**src/rtl/mc_pkg.sv**
```systemverilog
package mc_pkg;

  typedef enum logic [1:0] {
    MODE_PASS  = 2'd0,
    MODE_DREG  = 2'd1,
    MODE_TREG  = 2'd2,
    MODE_LATCH = 2'd3
  } mc_mode_e;

  typedef enum logic [1:0] {
    KIND_PASS  = 2'd0,
    KIND_REG   = 2'd1,
    KIND_LATCH = 2'd2
  } mc_kind_e;

  // Storage behaviour implied by mode and data source.
  function automatic mc_kind_e kind_of(input mc_mode_e mode, input logic in_mode);
    if (mode == MODE_LATCH)     return KIND_LATCH;
    else if (in_mode)           return KIND_REG;
    else if (mode == MODE_PASS) return KIND_PASS;
    else                        return KIND_REG;
  endfunction

endpackage

```
**src/rtl/mc_clk_pick.sv**
```systemverilog
module mc_clk_pick #(
  parameter int NUM_CLK = 4,
  parameter int SEL_W   = 2
) (
  input  logic               clk,
  input  logic               rst,
  input  logic [NUM_CLK-1:0] clk_src,
  input  logic [SEL_W-1:0]   sel,
  output logic               lvl,
  output logic               rise
);

  logic lvl_prev;

  generate
    if (NUM_CLK == 1) begin : g_single
      logic unused_sel;
      assign unused_sel = ^sel;
      assign lvl = clk_src[0];
    end else begin : g_mux
      always_comb begin
        lvl = 1'b0;
        for (int i = 0; i < NUM_CLK; i++) begin
          if (sel == SEL_W'(i)) lvl = clk_src[i];
        end
      end
    end
  endgenerate

  // Reset to 1 so a clock held high across reset is not seen as an edge.
  always_ff @(posedge clk) begin
    if (rst) lvl_prev <= 1'b1;
    else     lvl_prev <= lvl;
  end

  assign rise = lvl & ~lvl_prev;

endmodule

```
**src/rtl/mc_store.sv**
```systemverilog
module mc_store
  import mc_pkg::*;
(
  input  logic     clk,
  input  logic     rst,
  input  mc_kind_e kind,
  input  logic     toggle,
  input  logic     d,
  input  logic     gate,
  input  logic     rise,
  input  logic     ar,
  input  logic     ap,
  output logic     q_next,
  output logic     illegal
);

  logic q;

  always_comb begin
    q_next  = q;
    illegal = 1'b0;
    unique case (kind)
      KIND_REG: begin
        if (ar)        q_next = 1'b0;
        else if (ap)   q_next = 1'b1;
        else if (rise) q_next = toggle ? (q ^ d) : d;
      end
      KIND_LATCH: begin
        if (!gate) begin
          if (ar || ap) begin
            illegal = 1'b1;
            q_next  = 1'b0;
          end else begin
            q_next = d;
          end
        end else begin
          if (ar)      q_next = 1'b0;
          else if (ap) q_next = 1'b1;
        end
      end
      default: q_next = q;
    endcase
  end

  always_ff @(posedge clk) begin
    if (rst) q <= 1'b0;
    else     q <= q_next;
  end

endmodule

```
**src/rtl/mc_out_stage.sv**
```systemverilog
module mc_out_stage (
  input  logic clk,
  input  logic rst,
  input  logic bypass,
  input  logic invert,
  input  logic d,
  input  logic q_next,
  input  logic illegal,
  output logic pin_out,
  output logic fb_out,
  output logic err_out
);

  logic result;

  assign result = bypass ? d : q_next;

  always_ff @(posedge clk) begin
    if (rst) begin
      pin_out <= 1'b0;
      fb_out  <= 1'b0;
      err_out <= 1'b0;
    end else begin
      pin_out <= result ^ invert;
      fb_out  <= result;
      err_out <= illegal;
    end
  end

endmodule

```
**src/rtl/pl_macrocell.sv**
```systemverilog
module pl_macrocell
  import mc_pkg::*;
#(
  parameter  int NUM_CLK = 4,
  localparam int SEL_W   = (NUM_CLK > 1) ? $clog2(NUM_CLK) : 1
) (
  input  logic               clk,
  input  logic               rst,
  input  logic [NUM_CLK-1:0] clk_src,
  input  logic [1:0]         cfg_mode,
  input  logic [SEL_W-1:0]   cfg_clk_sel,
  input  logic               cfg_invert,
  input  logic               cfg_input_mode,
  input  logic               sop_in,
  input  logic               pin_in,
  input  logic               bank_ar,
  input  logic               bank_ap,
  output logic               pin_out,
  output logic               fb_out,
  output logic               err_out
);

  mc_mode_e mode;
  mc_kind_e kind;
  logic     data_bit;
  logic     toggle;
  logic     gate_lvl;
  logic     clk_rise;
  logic     q_next;
  logic     illegal;

  assign mode     = mc_mode_e'(cfg_mode);
  assign kind     = kind_of(mode, cfg_input_mode);
  assign data_bit = cfg_input_mode ? pin_in : sop_in;
  assign toggle   = (mode == MODE_TREG) && !cfg_input_mode;

  mc_clk_pick #(.NUM_CLK(NUM_CLK), .SEL_W(SEL_W)) u_pick (
    .clk     (clk),
    .rst     (rst),
    .clk_src (clk_src),
    .sel     (cfg_clk_sel),
    .lvl     (gate_lvl),
    .rise    (clk_rise)
  );

  mc_store u_store (
    .clk     (clk),
    .rst     (rst),
    .kind    (kind),
    .toggle  (toggle),
    .d       (data_bit),
    .gate    (gate_lvl),
    .rise    (clk_rise),
    .ar      (bank_ar),
    .ap      (bank_ap),
    .q_next  (q_next),
    .illegal (illegal)
  );

  mc_out_stage u_out (
    .clk     (clk),
    .rst     (rst),
    .bypass  (kind == KIND_PASS),
    .invert  (cfg_invert),
    .d       (data_bit),
    .q_next  (q_next),
    .illegal (illegal),
    .pin_out (pin_out),
    .fb_out  (fb_out),
    .err_out (err_out)
  );

endmodule

```
**config.mk**
```make
export PLATFORM = sky130hd
export DESIGN_NAME = pl_macrocell
export DESIGN_NICKNAME = d
export VERILOG_FILES = /design/src/rtl/mc_pkg.sv /design/src/rtl/mc_clk_pick.sv /design/src/rtl/mc_store.sv /design/src/rtl/mc_out_stage.sv /design/src/rtl/pl_macrocell.sv
export SDC_FILE = /design/constraint.sdc
export NUM_CORES = 1
export LEC_CHECK = 0
export ABC_AREA = 1
export BUFFER_PORTS_ARGS = -buffer_cell sky130_fd_sc_hd__buf_4
export CORE_ASPECT_RATIO = 1.1
export CORE_UTILIZATION = 30
export CTS_BUF_LIST = sky130_fd_sc_hd__clkbuf_4 sky130_fd_sc_hd__clkbuf_8
export DETAILED_ROUTE_END_ITERATION = 8
export PLACE_DENSITY = 0.57
export SLEW_MARGIN = 20
export SYNTH_ARGS = -nofsm -noshare
export SYNTH_HDL_FRONTEND = slang
export SYNTH_HIERARCHICAL = 1
export SYNTH_SLANG_ARGS = --single-unit
export TNS_END_PERCENT = 50
```
**constraint.sdc**
```tcl
create_clock -name clk -period 3.8 [get_ports clk]
set_input_delay 0.76 -clock clk [delete_from_list [all_inputs] [get_ports clk]]
set_output_delay 0.76 -clock clk [all_outputs]
set_load 0.01 [all_outputs]
```
### After elaboration in Yosys (flattened, before gate mapping)

Cells that the tools add are included.

| operators by class | value |
|---|---|
| equality and inequality tests | 7 |
| multiplexer cells | 19 |
| bitwise operators | 5 |
| reduce and logical (&&, ||, !) cells | 7 |

Operator list:

| kind | count |
|---|---|
| $mux W1 | 17 |
| $eq A2 B2 Y1 const B | 5 |
| $logic_not A2 Y1 | 3 |
| $eq A2 B1 Y1 const B | 2 |
| $reduce_or A3 Y1 | 1 |
| $mux W2 | 1 |
| $not A1 Y1 | 2 |
| $pmux W1 S2 | 1 |
| $xor A1 B1 Y1 | 2 |
| $and A1 B1 Y1 | 1 |
| $logic_and A1 B1 Y1 | 1 |
| $logic_not A1 Y1 | 1 |
| $logic_or A1 B1 Y1 | 1 |

| storage, ports and cells | value |
|---|---|
| bits in registers | 5 |
| input bits | 16 |
| word-level logic and storage cells | 43 |
| output and inout port bits | 3 |

### Logic depth before layout (Yosys ltp)

Gate-level depths: netlist of run 1.

| logic depth | value |
|---|---|
| depth after elaboration | 12 |
| gate-level depth with buffers | 18 |

### By module

Netlist of run 1, hierarchy kept.

By module, submodules not included:

| module | area each (µm²) | instances | cells each |
|---|---|---|---|
| mc_store | 171.4 | 1 | 33 |
| mc_out_stage | 125.1 | 1 | 20 |
| mc_clk_pick | 100.1 | 1 | 16 |
| pl_macrocell | 51.3 | 1 | 11 |

### Worst setup path before layout of run 1

OpenSTA, ideal clock, no wires.

| path | value |
|---|---|
| path type | input port to flip-flop |
| start point | input port cfg_mode[0] |
| end point | register u_out.pin_out |
| arrival time | 1.956 ns |
| slack | 1.780 ns |
| cell stages on the path | 14 |
| buffers on the path | 0 |
| data required time | 3.736 ns |
| path through | nand2_1 inv_2 a21oi_2 inv_1 ha_1 inv_1 or2_2 nand2_2 inv_1 inv_1 nand2_1 nand2_1 nor2_1 nor2_1 |

| on the way | value |
|---|---|
| elaborated cells on any way between the ends | 17 |
| those cells by class | eq/ne: 4; mux: 9; bitwise: 1; reduce/logical: 3 |

RTL lines:

| what | line | text |
|---|---|---|
| from (decl) | pl_macrocell.sv:10 | `input logic [1:0] cfg_mode,` |
| $eq A2 B2 Y1 * | mc_pkg.sv:18 | `if (mode == MODE_LATCH) return KIND_LATCH;` |
| $mux W2 * | mc_pkg.sv:18 |  |
| via kind[1] | pl_macrocell.sv:24 | `mc_kind_e kind;` |
| $eq A2 B2 Y1 or $eq A2 B1 Y1 (tied branches) | mc_store.sv:22 | `unique case (kind)` |
| $pmux W1 S2 * | mc_store.sv:22 |  |
| via q_next | pl_macrocell.sv:29 | `logic q_next;` |
| $mux W1 * | mc_out_stage.sv:16 | `assign result = bypass ? d : q_next;` |
| $xor A1 B1 Y1 * | mc_out_stage.sv:24 | `pin_out <= result ^ invert;` |
| to (signal assigned) | mc_out_stage.sv:24 |  |
| to (decl) | mc_out_stage.sv:9 | `output logic pin_out,` |

The timed path passes the listed nets; every way through them passes the cells marked *.
A chain may end at the register's enable or synchronous reset.

### Worst setup path after layout of run 1

| path | value |
|---|---|
| start point | input port cfg_mode[1] |
| end point | register u_out.pin_out |

Same word-level chain as after synthesis.

==> results of run 1 <==
-- metal layers --
metal,global-route usage,routed length [um],up-vias
li1,-,-,274
met1,0.1209,332,190
met2,0.1800,396,16
met3,0.04787,57,0
met4,0.02069,0,0
met5,0,0,-
-- placed cells by master, fill, tap and decap left out --
cell / count
a21oi_2: 2
buf_4: 18
clkbuf_4: 4
dfxtp_1: 5
ha_1: 2
inv_1: 22
inv_2: 2
nand2_1: 21
nand2_2: 2
nand3_1: 4
nand3_2: 2
nand3b_1: 1
nor2_1: 10
nor2_2: 2
nor3_1: 3
o21ai_0: 1
or2_2: 1
-- cell type report --
class                   count  area [um2]
well taps                  16       20.02
repair buffers             18       135.1
multi-input cells          51       257.7
fillers                   152       750.7
clock buffers               4       30.03
inverters                  24       90.09
flip-flops and latches      5       100.1
-- cell usage after synthesis --
| cell type | number | share of area |
|---|---|---|
| o21ai_0 | 1 | 0.011 |
| inv_1 | 22 | 0.18 |
| nor3_1 | 3 | 0.034 |
| dfxtp_1 | 5 | 0.22 |
| nor2_2 | 2 | 0.028 |
| ha_1 | 2 | 0.056 |
| a21oi_2 | 2 | 0.039 |
| inv_2 | 2 | 0.017 |
| nand2_2 | 2 | 0.028 |
| or2_2 | 1 | 0.014 |
| nand3_1 | 4 | 0.045 |
| nand2_1 | 21 | 0.18 |
| nand3b_1 | 1 | 0.017 |
| nor2_1 | 10 | 0.084 |
| nand3_2 | 2 | 0.045 |
-- metrics by stage --
step,area (um2),cells,utilization,hold slack [ps],power [mW]
after floorplan,447.9,80,-,593.2,0.09300
after global placement,603.1,114,0.4358,647.4,0.1155
after detailed placement,603.1,114,0.4358,643.3,0.1162
after CTS,633.1,118,0.4575,652.8,0.1851
after global routing,633.1,118,0.4575,704.7,0.1966
final,633.1,118,0.4575,652.0,0.1842
-- state kept, by name (all words and copies together), names as in the netlist --
signal	count
u_out/err_out	1
u_out/fb_out	1
u_out/pin_out	1
u_pick/lvl_prev	1
u_store/q	1
-- critical path, cell delays in order --
cell and delay (ps):
buf_4 120, nand2_1 60, inv_2 50, a21oi_2 120
inv_1 60, ha_1 270, inv_1 40, or2_2 270
nand2_2 80, inv_1 50, inv_1 40, nand2_1 40
nand2_1 70, nor2_1 40, nor2_1 80
-- logic make-up after synthesis --
| kind of cell | after synthesis |
|---|---|
| buffers and inverters | 24 |
| flip-flops | 5 |
| adder cells (fa/ha/maj) | 2 |
| AO/OA/AOI/OAI | 3 |
| AND/OR/NAND/NOR | 46 |
-- power groups by stage --
| stage | combinational [mW] | sequential (mW) | clock (mW) |
|---|---|---|---|
| 2_1_floorplan | 0.0318 | 0.0612 | 0 |
| 3_3_place_gp | 0.0553 | 0.0602 | 0 |
| 3_5_place_dp | 0.0558 | 0.0604 | 0 |
| 4_1_cts | 0.0560 | 0.0594 | 0.0696 |
| 5_1_grt | 0.0624 | 0.0598 | 0.0743 |
| 6_report | 0.0551 | 0.0593 | 0.0698 |
-- final timing paths --
check	startpoint	end	slack [ps]	depth (start not counted)
worst min register to register	u_store/q	u_store/q	650	3
worst max-delay path	cfg_mode[1]	u_out/pin_out	1820	15
worst max register to register	u_pick/lvl_prev	u_out/pin_out	2510	14
worst min-delay path	u_store/q	u_store/q	650	3
==> impl_metrics.toml, run 1 <==
[timing]
setup_tns_ps = 0
setup_ws_ps = 1817
min_period_over_period = 0.5217
setup_viol = 0
fin_crit_ps = 1983
maxSlewViolCount = 0
worst_pin_slew_ps = 460.7
max_freq_mhz = 504.4
skew_ps = 3.627
max-slew-margin-rel = 0.6896
hold_viol_final = 0
grt_setup_unrepaired = "no"

[synthesis]
synth_compound_area_frac = 0.05028
synthAdderAreaFrac = 0.05587
ys.warnings.count = 6
synth_top_family_by_area = "simple AND/OR/NAND/NOR gates"
synth_cells = 80
ys_ff_latch = 5
synth_nets = 98
synth-simple-area-share = 0.4693
ys_seq_area_frac = 0.2235
avgSynthCellArea_um2 = 5.599
synthXorXnorAreaFrac = 0
yosys-mux-area-fraction = 0
synth.distinct_cells = 15
netlist_area_um2 = 447.9

[global_route]
antenna_found_initial = 0
grt_max_degree = 6
grt_usage = 0.1070
grt_pass1_vias = 385
grt_pass1_wl_um = 1262
grt_overflow = 0

[detailed_routing]
wl_um = 787
wl_per_cell_um = 6.669
vias = 480
postRouteAntennaNets = 0
vias_per_cell = 4.068
drt-pass1-iter-count = 3
dr.first_iter.drc_count = 2
drc = 0

[setup_path]
cp-start-kind = "input pin"
end_kind = "flip-flop"
crit_arrival_ps = 2170
crit_type = "in2reg"
required_ps = 3980
crit_path_max_fanout = 4

[power_and_ir_drop]
combinationalPowerShare = 0.299
internal_power_mw = 0.1312
switching_power_mw = 0.05306
total_leakage_power_nw = 0.3796
clkPwrFrac = 0.379
p_sw_frac = 0.2880
power-per-cell-area_nw_per_um2 = 291.0
seq_power_share = 0.322
peakVddDrop_mv = 0.2322

[die]
start_util = 0.3237
rows = 14
die_y_um = 42.53
die-width_um = 38.84
die_area_um2 = 1652
core-area_um2 = 1384
pin_count = 19

[hold_path]
hp-class = "reg2reg"

[place]
dp_slack_ps = 1552
dp_hpwl_um = 687.8
gp_congestion = 0.7970
port_buffers = 18

[clocking]
clockBufferDepth = 2
cts_inserted_buffers = 3
ctsHoldBuffers = 0
cts_tree = "yes"
clkSinkCount = 5
cts-htree-levels = 1
post-cts-setup-buffer-count = 0
clkTransAtPathRegs_ps = 50
cts_resized = 0
clk_latency_ps = 240
root_buffer = "clkbuf_4"

[status]
status = "finished clean"

[layout]
drive_above_1_share = 0.3235
diodes = 0
syn_to_final_growth_pct = 41.34
fin_nets = 121

[job]
max-cap-violations = 0
Note: power is estimated with default switching activity, not from simulation.
==> inputs of run 2 (changes only) <==
==> constraint.sdc (replaced) <==
create_clock -name clk -period 1.9 [get_ports clk]
set_input_delay 0.38 -clock clk [delete_from_list [all_inputs] [get_ports clk]]
set_output_delay 0.38 -clock clk [all_outputs]
set_load 0.01 [all_outputs]
==> impl_metrics.toml, run 2 (same netlist as run 1, synthesis figures left out) <==
[timing]
min_period_over_period = 0.8416
hold_viol_final = 0
setup_viol = 0
skew_ps = 1.062
fin_crit_ps = 1599
setup_ws_ps = 300.9
max-slew-margin-rel = 0.7908
worst_pin_slew_ps = 311.4
holdWs_ps = 325.9
maxSlewViolCount = 0
max_freq_mhz = 625.4
setup_tns_ps = 0
grt_setup_unrepaired = "no"

[layout]
fin_util = 0.4629
n_fill_cell = 156
diodes = 0
fin_nets = 122
regArea_um2 = 100.1
most-common-layout-cells = "22 x inv_1, 21 x nand2_1, 19 x buf_4"
drive_above_1_share = 0.3301
final_common_cell = "inv_1"
syn_to_final_growth_pct = 43.02
multiInputGateArea_um2 = 257.7

[global_route]
grt_pass1_vias = 372
grt_max_degree = 6
grt_pass1_wl_um = 1255
grt_overflow = 0
antenna_found_initial = 0
grt_usage = 0.1121

[clocking]
cts-htree-levels = 1
cts_inserted_buffers = 3
clkSinkCount = 5
clkTransAtPathRegs_ps = 40
cts_resized = 0
post-cts-setup-buffer-count = 0
root_buffer = "clkbuf_4"
clk_latency_ps = 240
cts_tree = "yes"
ctsHoldBuffers = 0
clockBufferDepth = 2

[setup_path]
crit_path_max_fanout = 4
crit_chain = "buf_4 > nand2_1 > inv_2 > a21oi_2 > inv_1 > ha_1 > inv_1 > or2_2 > nand2_2 > inv_1 > inv_1 > nand2_1 > nand2_1 > nor2_1 > nor2_1"
path_common_cell = "inv_1"
cp_top_family = "simple AND/OR/NAND/NOR gates"
r2r_slack_ps = 620
worstReg2RegEnd = "u_out/pin_out"
end_kind = "flip-flop"
max_stage_delay_ps = 270
reg2regPathDepth = 14
slowest_stage = "ha_1"
r2r_start = "u_pick/lvl_prev"
required_ps = 2080
crit_arrival_ps = 1780
cp-start-kind = "input pin"
cp.buffers_inverters = 6
cp-startpoint = "cfg_mode[1]"
crit_type = "in2reg"

[power_and_ir_drop]
total_leakage_power_nw = 0.3845
power-per-cell-area_nw_per_um2 = 577.0
peakVddDrop_mv = 0.2251

[place]
dp_hpwl_um = 659.7
dp_slack_ps = 44.03
port_buffers = 18
gp_congestion = 0.7452

[job]
max-cap-violations = 0

[die]
die_y_um = 42.53
rows = 14
die_area_um2 = 1652
pin_count = 19
die-width_um = 38.84
core-area_um2 = 1384
start_util = 0.3237

[detailed_routing]
drt-pass1-iter-count = 2
postRouteAntennaNets = 0
wl_um = 776
wl_per_cell_um = 6.521
vias_per_cell = 4.101
dr.first_iter.drc_count = 3
vias = 488
drc = 0

[status]
status = "finished clean"

[hold_path]
min-delay-start = "rst"
hold_depth = 2
min_to = "u_store/q"
hp-class = "in2reg"
==> run 2: cell count changes in the layout (fill, tap and decap cells not counted) <==
cell | before | now
buf_4 | 18 | 19
==> run 2: stage by stage <==
stage | cell area [um2] | power [mW] | cells
2_1_floorplan | 447.9 | 0.1860 | 80
3_5_place_dp | 610.6 | 0.2340 | 115
6_report | 640.6 | 0.3696 | 119
4_1_cts | 640.6 | 0.3793 | 119
3_3_place_gp | 610.6 | 0.2329 | 115
5_1_grt | 640.6 | 0.4036 | 119
==> run 2: area by class of cell <==
| class | instances | area share |
|---|---|---|
| sequential | 5 | 0.1563 |
| clock buffer | 4 | 0.04688 |
| inverter | 24 | 0.1406 |
| multi-input combinational | 51 | 0.4023 |
| tap | 16 | 0.03125 |
| timing repair buffer | 19 | 0.2227 |
==> run 2: worst register-to-register path, delay by kind of cell (launching register included) <==
family / cells / cell delay [ps]
buffers and inverters: 3 / 160
flip-flops: 1 / 300
AND/OR/NAND/NOR: 10 / 600
AO/OA/AOI/OAI: 1 / 120
==> run 2: layer usage <==
layer / GRT usage / up-vias / part of all wire
met5: 0 / - / 0
met4: 0.08276 / 0 / 0
met3: 0.04787 / 0 / 0.048
met2: 0.1833 / 12 / 0.53
met1: 0.1046 / 201 / 0.42
li1: - / 275 / -
==> run 2: worst max-delay path by stage <==
stage / endpoint / slack, ps / cells after the start
floorplan: u_out/pin_out / 260 / 14
global placement: u_out/pin_out / 40 / 15
detailed placement: u_out/pin_out / 40 / 15
CTS: u_out/pin_out / 300 / 15
global route: u_out/pin_out / 200 / 15
finish: u_out/pin_out / 300 / 15
==> run 2: where the power goes <==
group / total, mW / internal, mW / switching (mW) / leakage (nW)
clock: 0.139 / 0.0937 / 0.0451 / 0.0184
sequential: 0.119 / 0.114 / 0.00424 / 0.0413
combinational: 0.112 / 0.0559 / 0.0562 / 0.325
==> inputs of run 3 (changes only) <==
--- a/config.mk
+++ b/config.mk
@@ -11,7 +11,7 @@
 export CORE_UTILIZATION = 30
 export CTS_BUF_LIST = sky130_fd_sc_hd__clkbuf_4 sky130_fd_sc_hd__clkbuf_8
 export DETAILED_ROUTE_END_ITERATION = 8
-export PLACE_DENSITY = 0.57
+export PLACE_DENSITY = 0.6
 export SLEW_MARGIN = 20
 export SYNTH_ARGS = -nofsm -noshare
 export SYNTH_HDL_FRONTEND = slang
==> constraint.sdc (replaced) <==
create_clock -name clk -period 1.3 [get_ports clk]
set_input_delay 0.26 -clock clk [delete_from_list [all_inputs] [get_ports clk]]
set_output_delay 0.26 -clock clk [all_outputs]
set_load 0.01 [all_outputs]
==> impl_metrics.toml, run 3 (same netlist as run 1, synthesis figures left out) <==
[detailed_routing]
wl_met1_um = 364
dr.first_iter.drc_count = 5
wl_per_cell_um = 7.922
vias = 551
vias_per_cell = 4.271
met2_length_um = 623
top_layer = "met3"
met3_length_um = 34
drc = 0
drt-pass1-iter-count = 3
wl_um = 1022
postRouteAntennaNets = 0

[global_route]
grt_overflow = 0
grt_max_degree = 6
grt_usage = 0.1234
grt_pass1_vias = 484
antenna_found_initial = 0
grt_pass1_wl_um = 1511

[power_and_ir_drop]
p_total_mw = 0.6089
power-per-cell-area_nw_per_um2 = 766.4
total_leakage_power_nw = 0.4376
peakVddDrop_mv = 0.3681

[place]
dp.cells = 123
port_buffers = 18
dp_hpwl_um = 800.7
gp_congestion = 0.8148

[layout]
n_fill_cell = 149
diodes = 0
fin_nets = 132
fin_cells = 129
syn_to_final_growth_pct = 77.37
drive_above_1_share = 0.5221
final_common_cell = "buf_4"
fin_util = 0.5741
regArea_um2 = 100.1
most-common-layout-cells = "26 x buf_4, 16 x inv_1, 15 x nand2_1"
multiInputGateArea_um2 = 322.8

[timing]
holdWs_ps = 207.2
hold_viol_final = 0
fin_crit_ps = 1341
max-slew-margin-rel = 0.7658
worst_pin_slew_ps = 348.6
maxSlewViolCount = 0
setup_ws_ps = -40.64
min_period_over_period = 1.031
setup_viol = 2
grt_setup_unrepaired = "yes"
skew_ps = 3.484
max_freq_mhz = 745.9

[setup_path]
r2r_slack_ps = 30
reg2regPathDepth = 14
path_common_cell = "inv_2"
worstReg2RegEnd = "u_out/pin_out"
cp-start-kind = "input pin"
crit_path_max_fanout = 3
crit_chain = "buf_6 > nand2_2 > inv_2 > a21oi_2 > inv_2 > ha_4 > inv_2 > or2_4 > nand2_2 > inv_2 > nand2_1 > nand3_1 > nand2_1 > nor2_1"
r2r_start = "u_pick/lvl_prev"
slowest_stage = "ha_4"
required_ps = 1430
crit_type = "in2reg"
max_stage_delay_ps = 250
crit_arrival_ps = 1470
end_kind = "flip-flop"

[hold_path]
hp-class = "in2reg"
hold_depth = 2
min_to = "u_store/q"
min-delay-start = "rst"

[clocking]
cts_inserted_buffers = 3
clkTransAtPathRegs_ps = 50
clk_latency_ps = 240
cts-htree-levels = 1
ctsHoldBuffers = 0
root_buffer = "clkbuf_4"
clkSinkCount = 5
clockBufferDepth = 2
cts_tree = "yes"

[die]
pin_count = 19
core-area_um2 = 1384
die-width_um = 38.84
start_util = 0.3237
rows = 14
die_y_um = 42.53
die_area_um2 = 1652

[status]
failed_checks = "setup timing"
status = "complete, but fails checks"

[job]
max-cap-violations = 0
==> run 3: cell count changes in the layout (fill, tap and decap cells not counted), moves of 2 or more <==
cell,change
buf_4,+7
buf_6,+3
inv_1,-6
inv_2,+5
nand2_1,-6
nand2_2,+5
nand3_2,-2
nand3_4,+2
==> run 3: through the flow <==
step                      area, um2  setup WS (ps)  TNS [ps]
after global placement        688.2         -309.9    -798.3
after CTS                     739.5         -62.30    -75.12
after global routing          794.5         -159.7    -258.1
final                         794.5         -40.64    -47.25
after floorplan               465.4         -151.7    -288.1
after detailed placement      688.2         -337.6    -861.6
==> run 3: layout make-up <==
| cell class | count | area share |
|---|---|---|
| flip-flops and latches | 5 | 0.1260 |
| inverters | 24 | 0.1165 |
| well taps | 16 | 0.02520 |
| repair buffers | 29 | 0.2882 |
| clock buffers | 4 | 0.03780 |
| multi-input cells | 51 | 0.4063 |
==> run 3: metal layers <==
metal,up-vias,track usage
li1,299,-
met1,240,0.1173
met2,12,0.2467
met3,0,0
met4,0,0.06207
met5,-,0
==> run 3: worst max path at each step <==
stage | from | slack (ps) | endpoint
after detailed placement | cfg_mode[0] | -340 | u_out/pin_out
final | cfg_mode[1] | -40 | u_out/pin_out
after global routing | cfg_clk_sel[1] | -160 | u_out/pin_out
after CTS | cfg_mode[1] | -60 | u_out/pin_out
after floorplan | cfg_mode[0] | -150 | u_out/pin_out
after global placement | cfg_mode[0] | -310 | u_out/pin_out
==> run 3: timing repair <==
item | 4_1_cts | 5_1_grt
setup endpoints to repair | 2 | 2
endpoints found under the hold margin | 0 | 0
resized for setup | 7 | 13
pin swaps | 11 | 10
buffers inserted | 1 | 1
==> run 3: power breakdown <==
group / internal (mW) / leakage [nW] / total [mW] / switching [mW]
sequential: 0.167 / 0.0413 / 0.175 / 0.00735
clock: 0.137 / 0.0184 / 0.198 / 0.0615
combinational: 0.126 / 0.378 / 0.236 / 0.110
total: 0.430 / 0.438 / 0.609 / 0.179
==> run 3: critical path, delay by kind of cell <==
kind	cells	cell delay, ps
compound gates	1	130
fa+ha+maj	1	250
buf+inv	5	270
simple gates	7	570
